==> config.mk <==
export PLATFORM = sky130hd
export DESIGN_NAME = sprite_line_scan
export DESIGN_NICKNAME = d
export VERILOG_FILES = /design/src/rtl/sps_pkg.sv /design/src/rtl/sps_ymatch.sv /design/src/rtl/sps_rowaddr.sv /design/src/rtl/sprite_line_scan.sv
export SDC_FILE = /design/constraint.sdc
export NUM_CORES = 1
export LEC_CHECK = 0
export BUFFER_PORTS_ARGS = -buffer_cell sky130_fd_sc_hd__buf_2
export CAP_MARGIN = 15
export CORE_ASPECT_RATIO = 0.8
export CORE_MARGIN = 2
export CORE_UTILIZATION = 39
export CTS_BUF_LIST = sky130_fd_sc_hd__clkbuf_2
export DETAILED_ROUTE_END_ITERATION = 10
export GPL_ROUTABILITY_DRIVEN = 0
export SYNTH_ARGS = -nofsm -noshare
export SYNTH_HDL_FRONTEND = slang
export SYNTH_HIERARCHICAL = 1
export SYNTH_SLANG_ARGS = --single-unit
==> constraint.sdc <==
create_clock -name clk -period 16.25 [get_ports clk]
set_clock_uncertainty 0.15 [all_clocks]
set_input_delay 4.0625 -clock clk [delete_from_list [all_inputs] [get_ports clk]]
set_output_delay 4.0625 -clock clk [all_outputs]
set_load 0.01 [all_outputs]
==> src/rtl/sps_pkg.sv <==
package sps_pkg;

    typedef enum logic [2:0] {
        SC_IDLE = 3'd0,
        SC_YREQ = 3'd1,
        SC_YCHK = 3'd2,
        SC_XREQ = 3'd3,
        SC_XCHK = 3'd4,
        SC_DONE = 3'd5
    } scan_st_e;

    // line under test: the one after the current line, wrapping at 256
    function automatic logic [7:0] next_line(input logic [7:0] cur);
        return cur + 8'd1;
    endfunction

endpackage

==> src/rtl/sps_ymatch.sv <==
module sps_ymatch (
    input  logic [7:0] y_i,
    input  logic [7:0] line_i,
    input  logic       tall_i,
    output logic       hit_o,
    output logic [3:0] row_o
);
    logic [8:0] y_end;

    // nine-bit end so a sprite near 255 does not wrap onto low lines
    assign y_end = {1'b0, y_i} + (tall_i ? 9'd16 : 9'd8);
    assign hit_o = (line_i >= y_i) && ({1'b0, line_i} < y_end);
    assign row_o = line_i[3:0] - y_i[3:0];
endmodule

==> src/rtl/sps_rowaddr.sv <==
module sps_rowaddr (
    input  logic [7:0]  tile_i,
    input  logic [3:0]  row_i,
    input  logic        hi_i,
    output logic [13:0] addr_o
);
    // 32 bytes per tile, 4 bytes per pixel row, optional upper half
    assign addr_o = {hi_i, 13'd0} + {1'b0, tile_i, 5'd0} + {8'd0, row_i, 2'd0};
endmodule

==> src/rtl/sprite_line_scan.sv <==
module sprite_line_scan #(
    parameter int NUM_SPRITES = 64,
    parameter int LIST_DEPTH  = 16,
    parameter int DRAW_SLOTS  = 8,
    parameter bit STOP_ON_D0  = 1'b0,
    localparam int DSEL_W = $clog2(DRAW_SLOTS),
    localparam int DCNT_W = DSEL_W + 1
) (
    input  logic              clk,
    input  logic              rst_n,
    input  logic              scan_start,
    input  logic [7:0]        cur_line,
    input  logic              tall_mode,
    input  logic [5:0]        attr_page,
    input  logic              tile_hi_sel,
    output logic              mem_rd,
    output logic [12:0]       mem_addr,
    input  logic [15:0]       mem_data,
    output logic              busy,
    output logic              done,
    output logic [DCNT_W-1:0] draw_count,
    input  logic [DSEL_W-1:0] rd_sel,
    output logic [7:0]        rd_x,
    output logic [13:0]       rd_addr,
    output logic              sprite_ovf
);
    import sps_pkg::*;

    localparam int IDX_W  = $clog2(NUM_SPRITES);
    localparam int PAIR_W = IDX_W - 1;
    localparam int LSEL_W = $clog2(LIST_DEPTH);
    localparam int LCNT_W = LSEL_W + 1;
    localparam logic [PAIR_W-1:0] LAST_PAIR = PAIR_W'(NUM_SPRITES / 2 - 1);
    localparam logic [LCNT_W-1:0] LIST_FULL = LCNT_W'(LIST_DEPTH);
    localparam logic [DCNT_W-1:0] DRAW_FULL = DCNT_W'(DRAW_SLOTS);
    localparam logic [12:0]       XT_OFS    = 13'h0040;

    typedef struct packed {
        scan_st_e                              st;
        logic [7:0]                            ln;
        logic                                  tall;
        logic [5:0]                            page;
        logic                                  hsel;
        logic [PAIR_W-1:0]                     pair;
        logic [LCNT_W-1:0]                     lcnt;
        logic [LSEL_W-1:0]                     fj;
        logic [LIST_DEPTH-1:0][IDX_W-1:0]      lidx;
        logic [LIST_DEPTH-1:0][3:0]            lrow;
        logic [DCNT_W-1:0]                     dcnt;
        logic [DRAW_SLOTS-1:0][7:0]            dx;
        logic [DRAW_SLOTS-1:0][13:0]           da;
        logic                                  ovf;
    } scan_s;

    scan_s q, d;

    // two lanes: even entry in the low byte, odd entry in the high byte
    logic [1:0]       lane_hit;
    logic [1:0]       lane_stop;
    logic [1:0][3:0]  lane_row;

    for (genvar g = 0; g < 2; g++) begin : g_lane
        sps_ymatch u_match (
            .y_i    (mem_data[8*g +: 8]),
            .line_i (q.ln),
            .tall_i (q.tall),
            .hit_o  (lane_hit[g]),
            .row_o  (lane_row[g])
        );
        if (STOP_ON_D0) begin : g_stop
            assign lane_stop[g] = (mem_data[8*g +: 8] == 8'hD0);
        end else begin : g_nostop
            assign lane_stop[g] = 1'b0;
        end
    end

    logic              acc0, acc1, scan_end;
    logic [LCNT_W-1:0] cnt0, cnt1;

    assign acc0     = lane_hit[0] && !lane_stop[0];
    assign cnt0     = q.lcnt + LCNT_W'(acc0);
    assign acc1     = lane_hit[1] && !lane_stop[0] && !lane_stop[1] && (cnt0 != LIST_FULL);
    assign cnt1     = cnt0 + LCNT_W'(acc1);
    assign scan_end = lane_stop[0] || lane_stop[1] || (cnt1 == LIST_FULL) || (q.pair == LAST_PAIR);

    logic [13:0] row_addr;

    sps_rowaddr u_rowaddr (
        .tile_i (mem_data[15:8]),
        .row_i  (q.lrow[q.fj]),
        .hi_i   (q.hsel),
        .addr_o (row_addr)
    );

    logic [12:0] page_w;
    assign page_w = {q.page, 7'd0};

    always_comb begin
        d = q;
        unique case (q.st)
            SC_YREQ: d.st = SC_YCHK;
            SC_YCHK: begin
                if (acc0) begin
                    d.lidx[q.lcnt[LSEL_W-1:0]] = {q.pair, 1'b0};
                    d.lrow[q.lcnt[LSEL_W-1:0]] = lane_row[0];
                end
                if (acc1) begin
                    d.lidx[cnt0[LSEL_W-1:0]] = {q.pair, 1'b1};
                    d.lrow[cnt0[LSEL_W-1:0]] = lane_row[1];
                end
                d.lcnt = cnt1;
                if (scan_end) begin
                    d.fj = '0;
                    d.st = (cnt1 == '0) ? SC_DONE : SC_XREQ;
                end else begin
                    d.pair = q.pair + 1'b1;
                    d.st   = SC_YREQ;
                end
            end
            SC_XREQ: begin
                if (q.dcnt == DRAW_FULL) begin
                    d.ovf = 1'b1;
                    d.st  = SC_DONE;
                end else begin
                    d.st = SC_XCHK;
                end
            end
            SC_XCHK: begin
                d.dx[q.dcnt[DSEL_W-1:0]] = mem_data[7:0];
                d.da[q.dcnt[DSEL_W-1:0]] = row_addr;
                d.dcnt = q.dcnt + 1'b1;
                if (({1'b0, q.fj} + 1'b1) == q.lcnt) begin
                    d.st = SC_DONE;
                end else begin
                    d.fj = q.fj + 1'b1;
                    d.st = SC_XREQ;
                end
            end
            default: ;
        endcase

        if (scan_start) begin
            d.st   = SC_YREQ;
            d.ln   = next_line(cur_line);
            d.tall = tall_mode;
            d.page = attr_page;
            d.hsel = tile_hi_sel;
            d.pair = '0;
            d.lcnt = '0;
            d.fj   = '0;
            d.dcnt = '0;
            d.ovf  = 1'b0;
        end
    end

    always_ff @(posedge clk or negedge rst_n) begin
        if (!rst_n) begin
            q <= '0;
        end else begin
            q <= d;
        end
    end

    always_comb begin
        if (q.st == SC_YREQ) begin
            mem_addr = page_w + 13'(q.pair);
        end else begin
            mem_addr = page_w + XT_OFS + 13'(q.lidx[q.fj]);
        end
    end

    assign mem_rd     = (q.st == SC_YREQ) || ((q.st == SC_XREQ) && (q.dcnt != DRAW_FULL));
    assign busy       = (q.st == SC_YREQ) || (q.st == SC_YCHK) || (q.st == SC_XREQ) || (q.st == SC_XCHK);
    assign done       = (q.st == SC_DONE);
    assign draw_count = q.dcnt;
    assign sprite_ovf = q.ovf;
    assign rd_x       = q.dx[rd_sel];
    assign rd_addr    = q.da[rd_sel];

endmodule

==> qor.yml <==
run_status:
  status: "complete, no violations"
critical_path:
  cp-start-kind: "input pin"
  arrival_ns: 5.89
  end_kind: "primary output"
  cp_max_fo: 44
  crit_type: "input pin to primary output"
  crit_required_ns: 12.04
  r2r_cells: 24
floorplan:
  dieArea_sq_um: 51900
  num_rows: 73
  dieHeight_um: 204
  die_width_um: 254
  coreArea_sq_um: 49600
  initial_core_util: 0.394
  ios: 81
drt:
  drt_iter0_drc: 996
  ant_nets: 0
  wl_per_cell_um: 20.7
  wl_um: 49400
  drc_errors: 0
  vias: 13400
  firstDrtPassIters: 5
  vias_per_cell: 5.60
clock_tree:
  h-tree-depth: 3
  clk_pin_slew_ns: 0.09
  cts_resized: 0
  cts_root_buf: "clkbuf_2"
  insertion_delay_ns: 1.05
  ctsLongestPathBuffers: 3
  cts_setup_buffers: 0
  tritoncts: "done"
  clock_sinks: 374
  cts-buffers-inserted: 96
  ctsHoldBuffers: 0
timing:
  period_minus_slack_ns: 10.10
  period_share: 0.622
  setup_viol: 0
  fmax_mhz: 99.0
  slew_violations: 0
  tns_ns: 0
  slew_headroom: 0.210
  fin_hold_ws_ns: 0.349
  tightest_slew_ns: 1.19
  rsz0062_at_grt: "false"
  timing.final.ws_setup_ns: 6.15
  hold_violations: 0
logic_synthesis:
  async_flop_share: 1.00
  yosysWarnings: 6
  synth-edff-count: 0
  synthCells: 1556
  avgSynthCellArea_sq_um: 12.5
  syn_area_sq_um: 19500
  synth_cell_types: 74
  synth-seq-area-share: 0.479
  yosys_register_bits: 374
  synthFlopType: "dfrtp_1"
grt:
  antenna_found_initial: 1
  grt_pass1_wl_um: 78600
  grt_max_degree: 99
  grt_pass1_vias: 13500
  grt_overflow: 0
  grtUsageTotal: 0.195
power_and_ir_drop:
  sequentialPowerShare: 0.511
  leakage_nw: 9.62
  p_int_mw: 1.40
  power.ir.vdd_worst_uv: 49.1
  pwr_density_cell_nw_per_um2: 96.3
  swShare: 0.316
  net-switching-power_uw: 648
  comb_power_share: 0.188
  clkPwrFrac: 0.301
cells_and_area:
  nets: 1735
  fillers: 4659
  regArea_sq_um: 9360
  syn2layout_area_growth_pct: 8.99
  multi_input_area_sq_um: 9450
  utilization: 0.429
  drive_gt1_frac: 0.392
worst_hold_path:
  hold_path.class: "register to register"
  holdPathStages: 2
placement:
  pre_cts_ws_ns: 6.10
  place_hpwl_um: 32000
  portBuffers: 80
flow_run:
  cap_violations: 0
-- cell type report --
cell class | count | share of cell area
multi-input combinational | 1024 | 0.444
sequential | 374 | 0.440
tap | 675 | 0.0397
clock buffer | 134 | 0.0315
timing repair buffer | 107 | 0.0298
inverter | 48 | 0.00847
clock inverter | 22 | 0.00606
antenna | 1 | 0.000118
-- layer usage --
metal,share of wire,track usage
met1,0.47,0.284
met2,0.46,0.298
met3,0.053,0.0376
met4,0.016,0.0553
met5,0,0
-- cells by family (layout without fill, tap and decap cells) --
| group | count (synthesis) | in the layout | share of synthesized area |
|---|---|---|---|
| compound gates | 272 | 272 | 0.0938 |
| xor+xnor | 37 | 37 | 0.0174 |
| fa+ha+maj | 46 | 46 | 0.0310 |
| buf+inv | 159 | 311 | 0.0383 |
| flops | 374 | 374 | 0.479 |
| mux | 396 | 396 | 0.275 |
| other cells | 1 | 3 | 0.000192 |
| simple gates | 271 | 271 | 0.0653 |
-- worst paths after layout --
| path | from | end | slack [ns] |
|---|---|---|---|
| setup / recovery | rd_sel[0] | rd_addr[12] | 6.15 |
| hold / removal | q[257] | q[257] | 0.35 |
| setup reg to reg | q[362] | q[350] | 9.84 |
| hold reg to reg | q[257] | q[257] | 0.35 |
| max in group asynchronous | rst_n | async pin | 10.95 |
| min in group asynchronous | rst_n | q[371] | 2.92 |
-- cell usage after synthesis (8+ instances only) --
| cell | n | share of area |
|---|---|---|
| a21o_1 | 12 | 0.0046 |
| a21oi_1 | 66 | 0.017 |
| a221o_1 | 10 | 0.0051 |
| a22oi_1 | 13 | 0.0050 |
| and3_1 | 8 | 0.0026 |
| buf_2 | 36 | 0.0092 |
| buf_4 | 23 | 0.0088 |
| clkbuf_1 | 45 | 0.0087 |
| dfrtp_1 | 374 | 0.48 |
| ha_1 | 42 | 0.027 |
| inv_1 | 47 | 0.0090 |
| mux2_2 | 295 | 0.17 |
| mux2i_1 | 17 | 0.0087 |
| mux4_2 | 82 | 0.095 |
| nand2_1 | 74 | 0.014 |
| nand3_1 | 32 | 0.0082 |
| nand4_1 | 12 | 0.0038 |
| nor2_1 | 90 | 0.017 |
| nor3_1 | 11 | 0.0028 |
| o21ai_0 | 49 | 0.013 |
| o21ai_1 | 8 | 0.0021 |
| o22ai_1 | 48 | 0.015 |
| xnor2_1 | 17 | 0.0076 |
| xor2_1 | 18 | 0.0081 |
-- worst max-delay path: stages --
cell and delay [ns]:
buf_2 0.07, buf_4 0.68, mux4_2 0.61, mux2_2 0.29, buf_2 0.14
-- through the flow --
stage               power [mW]  cells  area (sq um)
global route              2.17   2385         21300
CTS                       2.08   2383         21200
global placement          1.44   2227         20400
floorplan                 1.31   1557         19500
detailed placement        1.45   2227         20400
finish                    2.05   2385         21300
-- placed cells by master, fill, tap and decap left out, types with 26 or more instances in the layout --
cell	count
dfrtp_1	373
mux2_2	295
clkbuf_2	134
nor2_1	90
mux4_2	82
buf_2	79
nand2_1	74
a21oi_1	66
o21ai_0	49
o22ai_1	48
inv_1	47
ha_1	42
nand3_1	31
buf_4	26
-- power by group through the flow --
stage	Clock [mW]	Combinational, mW	Sequential (mW)
finish	0.616	0.386	1.05
global route	0.694	0.419	1.06
CTS	0.649	0.385	1.05
detailed placement	0	0.385	1.06
global placement	0	0.374	1.06
floorplan	0	0.275	1.04
(Power assumes the default switching activity.)
